## config.mk

```make
export PLATFORM = sky130hd
export DESIGN_NAME = grpmux_concentrator
export DESIGN_NICKNAME = d
export VERILOG_FILES = /design/src/rtl/grpmux_pkg.sv /design/src/rtl/grpmux_arbiter.sv /design/src/rtl/grpmux_stage.sv /design/src/rtl/grpmux_concentrator.sv
export SDC_FILE = /design/constraint.sdc
export NUM_CORES = 1
export LEC_CHECK = 0
export BUFFER_PORTS_ARGS = -buffer_cell sky130_fd_sc_hd__buf_2
export CAP_MARGIN = 20
export CORE_MARGIN = 8
export CORE_UTILIZATION = 48
export CTS_CLUSTER_DIAMETER = 120
export DETAILED_ROUTE_END_ITERATION = 10
export HOLD_SLACK_MARGIN = 0.03
export PLACE_DENSITY = 0.9
export SLEW_MARGIN = 20
export SYNTH_ARGS = -nofsm -noshare
export SYNTH_HDL_FRONTEND = slang
export SYNTH_HIERARCHICAL = 1
export SYNTH_SLANG_ARGS = --single-unit
```

## constraint.sdc

```tcl
create_clock -name clk -period 4 [get_ports clk]
set_input_delay 1.2 -clock clk [delete_from_list [all_inputs] [get_ports clk]]
set_output_delay 1.2 -clock clk [all_outputs]
set_load 0.1 [all_outputs]
```

## src/rtl/grpmux_pkg.sv

```systemverilog
package grpmux_pkg;

    // Arbitration policy chosen at elaboration time.
    typedef enum logic {
        ARB_FIXED  = 1'b0,
        ARB_ROTATE = 1'b1
    } arb_policy_e;

    // Index width that never collapses to zero bits.
    function automatic int idx_width(input int count);
        return (count > 1) ? $clog2(count) : 1;
    endfunction

endpackage

```

## src/rtl/grpmux_arbiter.sv

```systemverilog
module grpmux_arbiter
    import grpmux_pkg::*;
#(
    parameter int          GROUP  = 4,
    parameter arb_policy_e POLICY = ARB_ROTATE,
    localparam int         IDX_W  = idx_width(GROUP)
) (
    input  logic             clk,
    input  logic             rst,
    input  logic [GROUP-1:0] req,
    input  logic             enable,
    output logic [GROUP-1:0] grant,
    output logic [IDX_W-1:0] grant_idx,
    output logic             grant_any
);

    logic [IDX_W-1:0] cursor_q;

    // Search from the cursor, wrapping modulo GROUP; first pending request wins.
    always_comb begin
        logic [IDX_W-1:0] probe;
        grant     = '0;
        grant_idx = '0;
        grant_any = 1'b0;
        probe     = '0;
        for (int r = 0; r < GROUP; r++) begin
            probe = IDX_W'((int'(cursor_q) + r) % GROUP);
            if (!grant_any && enable && req[probe]) begin
                grant_any    = 1'b1;
                grant[probe] = 1'b1;
                grant_idx    = probe;
            end
        end
    end

    // Cursor state: rotating policy moves it past each grant, fixed policy pins it.
    if (POLICY == ARB_ROTATE) begin : g_rotate
        always_ff @(posedge clk) begin
            if (rst) begin
                cursor_q <= '0;
            end else if (grant_any) begin
                cursor_q <= IDX_W'((int'(grant_idx) + 1) % GROUP);
            end
        end

        assert_rotate_step_R4: assert property (@(posedge clk) disable iff (rst)
            grant_any |=> (int'(cursor_q) == (int'($past(grant_idx)) + 1) % GROUP));

        assert_cursor_hold_R6: assert property (@(posedge clk) disable iff (rst)
            !enable |=> $stable(cursor_q));
    end else begin : g_fixed
        assign cursor_q = '0;

        for (genvar k = 1; k < GROUP; k++) begin : g_low
            assert_lowest_wins_R3: assert property (@(posedge clk) disable iff (rst)
                grant[k] |-> ((req & ~({GROUP{1'b1}} << k)) == '0));
        end
    end

    assert_one_grant_R2: assert property (@(posedge clk) disable iff (rst)
        $onehot0(grant));

    assert_grant_valid_R2: assert property (@(posedge clk) disable iff (rst)
        ((grant & ~req) == '0));

endmodule

```

## src/rtl/grpmux_stage.sv

```systemverilog
module grpmux_stage #(
    parameter int PAYLOAD_W = 16,
    parameter int LATENCY   = 2
) (
    input  logic                 clk,
    input  logic                 rst,
    input  logic                 advance,
    input  logic                 in_valid,
    input  logic [PAYLOAD_W-1:0] in_data,
    output logic                 out_valid,
    output logic [PAYLOAD_W-1:0] out_data
);

    // Each stage is either empty or holding; the whole line moves only on advance.
    for (genvar k = 0; k < LATENCY; k++) begin : g_st
        logic                 v;
        logic [PAYLOAD_W-1:0] d;
        logic                 prev_v;
        logic [PAYLOAD_W-1:0] prev_d;

        if (k == 0) begin : g_head
            assign prev_v = in_valid;
            assign prev_d = in_data;
        end else begin : g_tail
            assign prev_v = g_st[k-1].v;
            assign prev_d = g_st[k-1].d;
        end

        always_ff @(posedge clk) begin
            if (rst) begin
                v <= 1'b0;
            end else if (advance) begin
                v <= prev_v;
            end
        end

        always_ff @(posedge clk) begin
            if (advance) begin
                d <= prev_d;
            end
        end
    end

    assign out_valid = g_st[LATENCY-1].v;
    assign out_data  = g_st[LATENCY-1].d;

    assert_stall_hold_R6: assert property (@(posedge clk) disable iff (rst)
        (out_valid && !advance) |=> (out_valid && $stable(out_data)));

    assert_stall_empty_R6: assert property (@(posedge clk) disable iff (rst)
        (!out_valid && !advance) |=> !out_valid);

endmodule

```

## src/rtl/grpmux_concentrator.sv

```systemverilog
module grpmux_concentrator
    import grpmux_pkg::*;
#(
    parameter int          NUM_IN    = 8,
    parameter int          NUM_OUT   = 2,
    parameter int          PAYLOAD_W = 16,
    parameter int          LATENCY   = 2,
    parameter arb_policy_e POLICY    = ARB_ROTATE
) (
    input  logic                           clk,
    input  logic                           rst,
    input  logic [NUM_IN-1:0]              in_valid,
    input  logic [NUM_IN*PAYLOAD_W-1:0]    in_data,
    output logic [NUM_IN-1:0]              in_ready,
    output logic [NUM_OUT-1:0]             out_valid,
    output logic [NUM_OUT*PAYLOAD_W-1:0]   out_data,
    input  logic [NUM_OUT-1:0]             out_ready
);

    localparam int GROUP = NUM_IN / NUM_OUT;
    localparam int IDX_W = idx_width(GROUP);

    if (NUM_IN == NUM_OUT) begin : g_wire
        // One input per output: no arbitration, no delay.
        assign out_valid = in_valid;
        assign out_data  = in_data;
        assign in_ready  = out_ready;
    end else begin : g_groups
        for (genvar o = 0; o < NUM_OUT; o++) begin : g_out
            logic [GROUP-1:0]     req;
            logic [GROUP-1:0]     grant;
            logic [IDX_W-1:0]     gidx;
            logic                 gany;
            logic [PAYLOAD_W-1:0] sel;

            assign req = in_valid[o*GROUP +: GROUP];
            assign in_ready[o*GROUP +: GROUP] = grant;

            grpmux_arbiter #(
                .GROUP  (GROUP),
                .POLICY (POLICY)
            ) i_arb (
                .clk       (clk),
                .rst       (rst),
                .req       (req),
                .enable    (out_ready[o]),
                .grant     (grant),
                .grant_idx (gidx),
                .grant_any (gany)
            );

            always_comb begin
                sel = in_data[(o*GROUP + int'(gidx))*PAYLOAD_W +: PAYLOAD_W];
            end

            grpmux_stage #(
                .PAYLOAD_W (PAYLOAD_W),
                .LATENCY   (LATENCY)
            ) i_stage (
                .clk       (clk),
                .rst       (rst),
                .advance   (out_ready[o]),
                .in_valid  (gany),
                .in_data   (sel),
                .out_valid (out_valid[o]),
                .out_data  (out_data[o*PAYLOAD_W +: PAYLOAD_W])
            );
        end

        for (genvar j = 0; j < NUM_IN; j++) begin : g_route
            assert_group_route_R1: assert property (@(posedge clk) disable iff (rst)
                in_ready[j] |-> (out_ready[j/GROUP] && in_valid[j]));
        end

        assert_reset_quiet_R10: assert property (@(posedge clk)
            $past(rst) |-> (out_valid == '0));
    end

endmodule

```

==> results of run 1 <==
-- stage by stage --
step                 TNS, ns  hold slack [ns]  cell area (sq um)
finish                     0            0.418               5620
floorplan            -0.0237            0.400               4150
CTS                        0            0.422               5520
global placement    -0.00509            0.402               5300
detailed placement   -0.0751            0.405               5300
global route        -0.00865            0.426               5620
-- logic make-up (layout without fill, tap and decap cells) --
kind of cell,count (synthesis),after routing
multiplexers,52,52
AND/OR/NAND/NOR,61,61
flip-flops,72,72
adder cells (fa/ha/maj),12,12
buffers and inverters,24,224
XOR/XNOR,3,3
AO/OA/AOI/OAI,33,33
-- state kept, by name (all words and copies together) (netlist names), named ones only --
signal / count
g_groups.g_out.i_stage/out_data: 32
g_groups.g_out.i_stage/g_st.v: 2
g_groups.g_out.i_stage/g_st.d: 32
g_groups.g_out.i_stage/out_valid: 2
g_groups.g_out.i_arb/cursor_q: 2
-- worst min path at each step --
| stage | startpoint | endpoint | slack (ns) | cells after the start |
|---|---|---|---|---|
| 2_1_floorplan | g_groups.g_out[0].i_stage/g_st[0].d[0]$_DFFE_PP_ | g_groups.g_out[0].i_stage/out_data[0]$_DFFE_PP_ | 0.40 | 0 |
| 3_3_place_gp | g_groups.g_out[1].i_stage/g_st[0].d[4]$_DFFE_PP_ | g_groups.g_out[1].i_stage/out_data[4]$_DFFE_PP_ | 0.40 | 0 |
| 3_5_place_dp | g_groups.g_out[1].i_stage/g_st[0].d[11]$_DFFE_PP_ | g_groups.g_out[1].i_stage/out_data[11]$_DFFE_PP_ | 0.40 | 0 |
| 4_1_cts | g_groups.g_out[1].i_stage/g_st[0].d[15]$_DFFE_PP_ | g_groups.g_out[1].i_stage/out_data[15]$_DFFE_PP_ | 0.42 | 0 |
| 5_1_grt | g_groups.g_out[1].i_stage/g_st[0].d[15]$_DFFE_PP_ | g_groups.g_out[1].i_stage/out_data[15]$_DFFE_PP_ | 0.43 | 0 |
| 6_report | g_groups.g_out[1].i_stage/g_st[0].d[4]$_DFFE_PP_ | g_groups.g_out[1].i_stage/out_data[4]$_DFFE_PP_ | 0.42 | 0 |
-- report_power, final --
group	total (mW)	switching [mW]	leakage (nW)	internal (mW)
sequential	1.22	0.0762	0.693	1.15
combinational	2.50	1.54	1.55	0.968
clock	0.613	0.261	0.102	0.352
total	4.34	1.87	2.35	2.47
-- cells in the mapped netlist, types with 2 or more instances --
cell      number  share of area [%]
a21oi_1        3               0.36
a222oi_1       8                1.9
a32oi_1        2               0.43
and2_1         3               0.46
buf_12         2               0.97
buf_2          8               0.97
buf_4          2               0.36
buf_6          7                1.9
dfxtp_1        8                3.9
edfxtp_1      64                 47
ha_1          12                3.6
inv_1          5               0.46
mux2_2         2               0.55
mux2i_1       11                2.7
mux4_1        13                8.3
mux4_2        24                 13
nand2_1       21                1.9
nand2b_1       2               0.30
nand3_1        6               0.73
nand3b_1       2               0.36
nor2_1        11                1.0
nor2b_1        3               0.46
o211ai_1       2               0.36
o21ai_0        3               0.36
o22ai_1        2               0.30
or3b_1         2               0.43
xnor2_1        3               0.64
-- what timing repair did --
action	4_1_cts	5_1_grt
gates resized for setup	4	20
setup endpoints to repair	8	6
pin swaps	1	10
buffers inserted	0	2
-- metal layers --
layer  part of all wire, %  up-vias
li1                      -     1457
met2                    56      116
met4                   2.7        0
met5                     0        -
met3                   5.1       25
met1                    37     1552
-- area by class of cell --
| type | instances | area, sq um |
|---|---|---|
| fillers | 619 | 2890 |
| inverters | 5 | 18.8 |
| clock buffers | 9 | 124 |
| flip-flops and latches | 72 | 2080 |
| repair buffers | 204 | 1230 |
| clock inverters | 6 | 92.6 |
| well taps | 108 | 135 |
| multi-input cells | 161 | 1940 |
-- worst register-to-register path, cell delays in order, from the launching register on --
cell       delay (ns)
dfxtp_1          0.34
inv_1            0.14
ha_1             0.51
mux4_2           0.41
buf_4            0.17
a2bb2oi_1        0.23
a32o_1           0.20
buf_4            0.29
mux4_1           0.65
==> impl_metrics.tcl, run 1 <==
set metrics [dict create \
    rr_startpoint "g_groups.g_out[1].i_arb/cursor_q[1]$_SDFFE_PP0P_" \
    path_depth 6 \
    antenna_found_initial 0 \
    rsz0062_at_grt "true" \
    power_mw 4.34 \
    busiest_layer "met2" \
    final_core_util_pct 66.1 \
    port_buffers 181 \
    track_usage_pct 18.6 \
    grt_pass1_wl_um 17000 \
    cp.arrival_ns 2.74 \
    p_leak_nw 2.35 \
    finalWirelength_um 11500 \
    cp_max_fo 4 \
    gr-usage-met1_pct 20.1 \
    worst_pin_slew_ns 0.585 \
    cts.sinks 72 \
    nets 605 \
    crit_slowest_cell "mux4_2" \
    worstHoldPathType "register to register" \
    clock_skew_ns 0.0108 \
    dp.cells 548 \
    status "complete, no violations" \
    path_class "input port to output pin" \
    fmax_mhz 254 \
    worstPathRequired_ns 2.80 \
    io-pin-count 182 \
    slew_violations 0 \
    cp_cell_sequence "buf_8, mux4_2, and2_4, a222oi_1, nand2_4, buf_12" \
    initial_core_util_pct 48.4 \
    syn_to_final_growth_pct 36.4 \
    netlist_instances 257 \
    synth_compound_area_share_pct 7.32 \
    vias 3150 \
    avgViaCountPerCell 5.58 \
    htreeDepth 3 \
    dr.first_iter.drc_count 142 \
    ant_nets 0 \
    setup_viol 0 \
    synth.area.mux_share_pct 25.3 \
    finalHoldViolations 0 \
    gp_congestion 0.903 \
    die_w_um 109 \
    worstRegToRegCells 8 \
    r2r-end "g_groups.g_out[1].i_stage/g_st[0].d[1]$_DFFE_PP_" \
    synth-edff-count 64 \
    synth_fa_ha_area_share_pct 3.64 \
    cts_tree "done" \
    post_drt_wl_per_cell_um 20.4 \
    yosysWarnings 6 \
    drc 0 \
    ys.flop_type "edfxtp_1" \
    powerDensity_nw_per_um2 772 \
    synth_xor_xnor_area_share_pct 0.638 \
    antenna_cells 0 \
    grt_max_degree 33 \
    cts_made_buffers 9 \
    critPathTopFamily "multiplexers" \
    yosysUniqueCellTypes 53 \
    finalNonFillerCells 565 \
    place_ws_ns -0.0275 \
    die_area_sq_um 11800 \
    drv_cap 0 \
    cp-end-kind "output pin" \
    drt_pass1_iterations 5 \
    grt_overflow 0 \
    drive_gt1_share_pct 59.5 \
    grt_util_met3_pct 3.84 \
    hold_buffers 0 \
    use_met2_pct 34.7 \
    setup_slack_ns 0.0649 \
    core_area_sq_um 8510 \
    synth_area_per_cell_sq_um 16.0 \
    worstSkewPairLatency_ns 0.33 \
    r2r_slack_ns 0.78 \
    ys_seq_elements 72 \
    crit_start "in_valid[6]" \
    post-route-min-period_ns 3.94 \
    crit_buf_inv 2 \
    layout_commonest_cell "buf_2" \
    syn-num-nets 409 \
    rows 34 \
    yosys.area_share.simple_pct 7.89 \
    seq_area_frac_synth_pct 50.5 \
    place_hpwl_um 9290 \
    slowest_delay_ns 0.52 \
    slew_headroom_pct 61.0 \
    period_share_pct 98.4 \
    cts-root-buf "clkbuf_8" \
    clkTransAtPathRegs_ns 0.08 \
    layout_common_cells "buf_2, edfxtp_1, mux4_2, buf_4, nand2_1" \
    grt_pass1_vias 3408 \
    synth-async-reset-ratio_pct 0 \
    peakVddDrop_v 0.000560 \
    synth_top_family_by_area "multiplexers" \
    syn_area_sq_um 4120 \
    fp.dieH_um 109 \
    crit_end "in_ready[7]" \
    worstSetupStartpointType "input port" \
    clockBufferDepth 2 \
]
(Power assumes the default switching activity.)
==> run 2, diff against run 1 <==
ABC_AREA = 1   (was unset)
CORE_UTILIZATION = 45   (was 48)
PLACE_DENSITY = 0.86   (was 0.9)
clock period = 3.2 ns   (was 4 ns; I/O delays follow)
==> impl_metrics.tcl, run 2 <==
set metrics [dict create \
    initial_core_util_pct 46.3 \
    grt_pass1_vias 4193 \
    finalNonFillerCells 975 \
    synth-async-reset-ratio_pct 0 \
    ant_nets 0 \
    synth-edff-count 64 \
    drive_gt1_share_pct 33.8 \
    yosysUniqueCellTypes 28 \
    yosys-top-cells-count "nand2_1, inv_1, nand3_1" \
    antenna_cells 0 \
    powerDensity_nw_per_um2 1070 \
    worst_pin_slew_ns 0.547 \
    die_area_sq_um 14200 \
    drt_pass1_iterations 7 \
    rows 37 \
    place_ws_ns 0.0352 \
    cp.arrival_ns 2.25 \
    htreeDepth 3 \
    dr.first_iter.drc_count 238 \
    port_buffers 181 \
    gp_congestion 0.915 \
    p_leak_nw 3.51 \
    layout_commonest_cell "nand2_1" \
    clockBufferDepth 2 \
    finalWirelength_um 12300 \
    path_class "input port to output pin" \
    slew_violations 0 \
    cp-end-kind "output pin" \
    grt_pass1_wl_um 19400 \
    rsz0062_at_grt "true" \
    hold_buffers 0 \
    syn_area_sq_um 4780 \
    layout_common_cells "nand2_1, buf_2, inv_1" \
    status "complete, but fails checks" \
    fmax_mhz 311 \
    hold_slack_ns 0.416 \
    clock_skew_ns 0.00787 \
    post-synth-top-count-cell "nand2_1" \
    netlist_instances 637 \
    seq_area_frac_synth_pct 43.6 \
    vias 4463 \
    cts_made_buffers 9 \
    setup_viol 2 \
    drv_cap 0 \
    worstPathRequired_ns 2.24 \
    clkTransAtPathRegs_ns 0.07 \
    dp.cells 954 \
    setup_slack_ns -0.0125 \
    cp_max_fo 6 \
    yosys.area.top_type "edfxtp_1" \
    syn_to_final_growth_pct 33.1 \
    post_drt_wl_per_cell_um 12.6 \
    drc 0 \
    period_share_pct 100 \
    grt_max_degree 37 \
    slew_headroom_pct 63.8 \
    antenna_found_initial 0 \
    fp.dieH_um 119 \
    cts-root-buf "clkbuf_8" \
    finalHoldViolations 0 \
    grt_overflow 0 \
    core_area_sq_um 10300 \
    synth_top_area_share_pct 40.2 \
    post-route-min-period_ns 3.21 \
    cts.sinks 72 \
    track_usage_pct 16.5 \
    setup-tns-final_ns -0.0182 \
    yosysWarnings 6 \
    synth_area_per_cell_sq_um 7.50 \
    place_hpwl_um 9700 \
    nets 986 \
    syn-num-nets 789 \
    io-pin-count 182 \
    worstSetupStartpointType "input port" \
    ys_seq_elements 72 \
    power_mw 6.82 \
    worstHoldPathType "register to register" \
    cts_tree "done" \
    ys.flop_type "edfxtp_1" \
    worstSkewPairLatency_ns 0.33 \
    avgViaCountPerCell 4.58 \
    failed_checks "negative setup slack" \
    die_w_um 119 \
    peakVddDrop_v 0.000578 \
    synth_area_leaders "edfxtp_1, nand2_1, inv_1" \
]
## run 2: logic make-up after synthesis
family	Yosys count	share of synthesized area [%]
flip-flops	72	43.6
AND/OR/NAND/NOR	340	32.6
AO/OA/AOI/OAI	23	3.20
adder cells (fa/ha/maj)	12	3.14
buffers and inverters	190	17.4
## run 2: repair_timing
action,4_1_cts,5_1_grt
pin swaps,1,8
endpoints found under the setup margin,8,8
gates resized for setup,4,10
buffers inserted,0,5
## run 2: cell type report
class | count | area, sq um
inverter | 170 | 648
sequential | 72 | 2080
tap | 136 | 170
timing repair buffer | 206 | 1230
clock inverter | 6 | 108
fill | 881 | 3970
multi-input combinational | 375 | 1990
clock buffer | 10 | 128
## run 2: power breakdown
group	leakage, nW	switching, mW	internal, mW
sequential	0.693	0.0964	1.57
combinational	2.70	3.09	1.24
clock	0.118	0.306	0.515
## run 2: final timing paths
kind | cells past startpoint | slack [ns] | end | startpoint
max | 9 | -0.01 | in_ready[6] | in_valid[6]
min | 0 | 0.42 | g_groups.g_out[0].i_stage/out_data[7]$_DFFE_PP_ | g_groups.g_out[0].i_stage/g_st[0].d[7]$_DFFE_PP_
max reg2reg | 14 | 0.73 | g_groups.g_out[1].i_stage/g_st[0].d[15]$_DFFE_PP_ | g_groups.g_out[1].i_arb/cursor_q[1]$_SDFFE_PP0P_
min reg2reg | 0 | 0.42 | g_groups.g_out[0].i_stage/out_data[7]$_DFFE_PP_ | g_groups.g_out[0].i_stage/g_st[0].d[7]$_DFFE_PP_
## run 2: critical path: stages
cell and delay, ns:
buf_2 0.11, nand2_2 0.08, nand3_2 0.10, nand2_2 0.10, nand4_1 0.13, nor2_2 0.24
inv_4 0.11, o221ai_4 0.21, buf_12 0.21
## run 2: per-layer routing
metal / share of wire, % / global-route usage, % / up-vias
li1: - / - / 2339
met1: 44 / 19.3 / 1953
met2: 48 / 27.9 / 161
met3: 6.8 / 5.05 / 10
met4: 1.5 / 6.48 / 0
met5: 0 / 0 / -
## run 2: metrics by stage
step | instance area (sq um) | utilization (%)
global placement | 6040 | 58.5
floorplan | 4860 | -
global route | 6360 | 61.6
finish | 6360 | 61.6
detailed placement | 6040 | 58.5
CTS | 6270 | 60.8
==> run 3, diff against run 2 <==
CORE_ASPECT_RATIO = 0.5   (was unset)
==> impl_metrics.tcl, run 3 (synthesis gave the netlist of run 2 again) <==
set metrics [dict create \
    dp.cells 954 \
    path_class "input port to output pin" \
    grt_max_degree 37 \
    peakVddDrop_v 0.000536 \
    die_area_sq_um 14400 \
    post-route-min-period_ns 3.17 \
    ant_nets 0 \
    drc 0 \
    finalHoldViolations 0 \
    vias 4611 \
    core_area_sq_um 10300 \
    gp_congestion 0.886 \
    drive_gt1_share_pct 34.2 \
    cts-root-buf "clkbuf_16" \
    status "complete, no violations" \
    slew_headroom_pct 66.3 \
    port_buffers 181 \
    cts_made_buffers 9 \
    worstSkewPairLatency_ns 0.32 \
    clockBufferDepth 2 \
    syn_to_final_growth_pct 35.8 \
    setup_viol 0 \
    slowest_delay_ns 0.20 \
    layout_commonest_cell "nand2_1" \
    worst_pin_slew_ns 0.504 \
    crit_slowest_cell "buf_12" \
    powerDensity_nw_per_um2 1090 \
    layout_common_cells "nand2_1, buf_2, inv_1" \
    initial_core_util_pct 46.5 \
    grt_overflow 0 \
    worstHoldPathType "register to register" \
    setup-tns-final_ns 0 \
    period_share_pct 99.1 \
    p_leak_nw 3.56 \
    worstPathRequired_ns 2.24 \
    grt_pass1_vias 4462 \
    cts_tree "done" \
    track_usage_pct 17.7 \
    cp_max_fo 6 \
    clock_skew_ns 0.00383 \
    finalWirelength_um 13600 \
    cp_cell_sequence "buf_2, nand2_1, nand3_2, nand2_4, nand4_1, nor2_2, inv_2, o21ai_2, buf_12" \
    clkTransAtPathRegs_ns 0.05 \
    cts.sinks 72 \
    finalNonFillerCells 981 \
    final_core_util_pct 63.1 \
    antenna_found_initial 0 \
    die_w_um 162 \
    crit_buf_inv 3 \
    dr.first_iter.drc_count 325 \
    rows 26 \
    critPathTopFamily "simple AND/OR/NAND/NOR gates" \
    nets 987 \
    drt_pass1_iterations 5 \
    fmax_mhz 315 \
    cp-end-kind "output pin" \
    htreeDepth 3 \
    cp.arrival_ns 2.21 \
    grt_pass1_wl_um 20300 \
    io-pin-count 182 \
    slew_violations 0 \
    avgViaCountPerCell 4.70 \
    place_hpwl_um 10300 \
    fp.dieH_um 88.8 \
    worstSetupStartpointType "input port" \
    post_drt_wl_per_cell_um 13.9 \
    drv_cap 0 \
]
## run 3: cell types whose count changed in the layout (fill, tap and decap cells not counted), moves of 2 or more
| cell | delta |
|---|---|
| clkbuf_8 | -9 |
| nand2_2 | -3 |
| buf_6 | +3 |
| bufinv_16 | -2 |
| clkbuf_16 | +9 |
| buf_2 | -3 |
| nand2_4 | +3 |
## run 3: metrics by stage
| step | hold slack, ns | power (mW) | area (sq um) | setup slack (ns) |
|---|---|---|---|---|
| finish | 0.416 | 7.10 | 6490 | 0.0300 |
| global route | 0.423 | 7.57 | 6480 | -0.0477 |
| CTS | 0.417 | 6.96 | 6320 | 0.00469 |
| detailed placement | 0.405 | 5.97 | 6020 | 0.00902 |
| global placement | 0.401 | 5.83 | 6020 | 0.0595 |
| floorplan | 0.400 | 5.10 | 4860 | -0.240 |
## run 3: worst register-to-register path: cells and delay by family, from the launching register on
kind                     cells  cell delay [ns]
AND/OR/NAND/NOR              9             1.03
buffers and inverters        4             0.67
flip-flops                   1             0.35
adder cells (fa/ha/maj)      1             0.32
## run 3: path summary, 6_finish.rpt
| kind | startpoint | endpoint | slack (ns) | depth (start not counted) |
|---|---|---|---|---|
| setup / recovery | in_valid[2] | in_ready[3] | 0.03 | 9 |
| setup reg to reg | g_groups.g_out[0].i_arb/cursor_q[1]$_SDFFE_PP0P_ | g_groups.g_out[0].i_stage/g_st[0].d[3]$_DFFE_PP_ | 0.58 | 14 |
| hold / removal | g_groups.g_out[0].i_stage/g_st[0].d[13]$_DFFE_PP_ | g_groups.g_out[0].i_stage/out_data[13]$_DFFE_PP_ | 0.42 | 0 |
| hold reg to reg | g_groups.g_out[0].i_stage/g_st[0].d[13]$_DFFE_PP_ | g_groups.g_out[0].i_stage/out_data[13]$_DFFE_PP_ | 0.42 | 0 |
## run 3: area by class of cell
class / count / area (sq um)
Timing Repair Buffer: 207 / 1260
Inverter: 170 / 648
Clock buffer: 11 / 233
Fill cell: 858 / 3790
Multi-Input combinational cell: 375 / 2030
Tap cell: 140 / 175
Sequential cell: 72 / 2090
Clock inverter: 5 / 47.5
Antenna cell: 1 / 2.50
## run 3: repair_timing
action / CTS / global route
buffers inserted: 1 / 9
gates cloned: 0 / 0
endpoints found under the setup margin: 5 / 8
pin swaps: 1 / 16
endpoints found under the hold margin: 0 / 0
gates resized for setup: 4 / 23
hold buffers: 0 / 0
## run 3: metal layers
metal	global-route usage [%]	up-vias	share of wire (%)
met5	0	-	0
met4	9.09	0	3.3
met3	4.50	40	6.4
met2	32.7	156	52
met1	18.8	2069	39
li1	-	2346	-
## run 3: power by group
part	total, mW	switching [mW]	internal [mW]	leakage [nW]
clock network	0.941	0.346	0.595	0.138
logic	4.48	3.19	1.29	2.73
registers	1.69	0.107	1.58	0.693
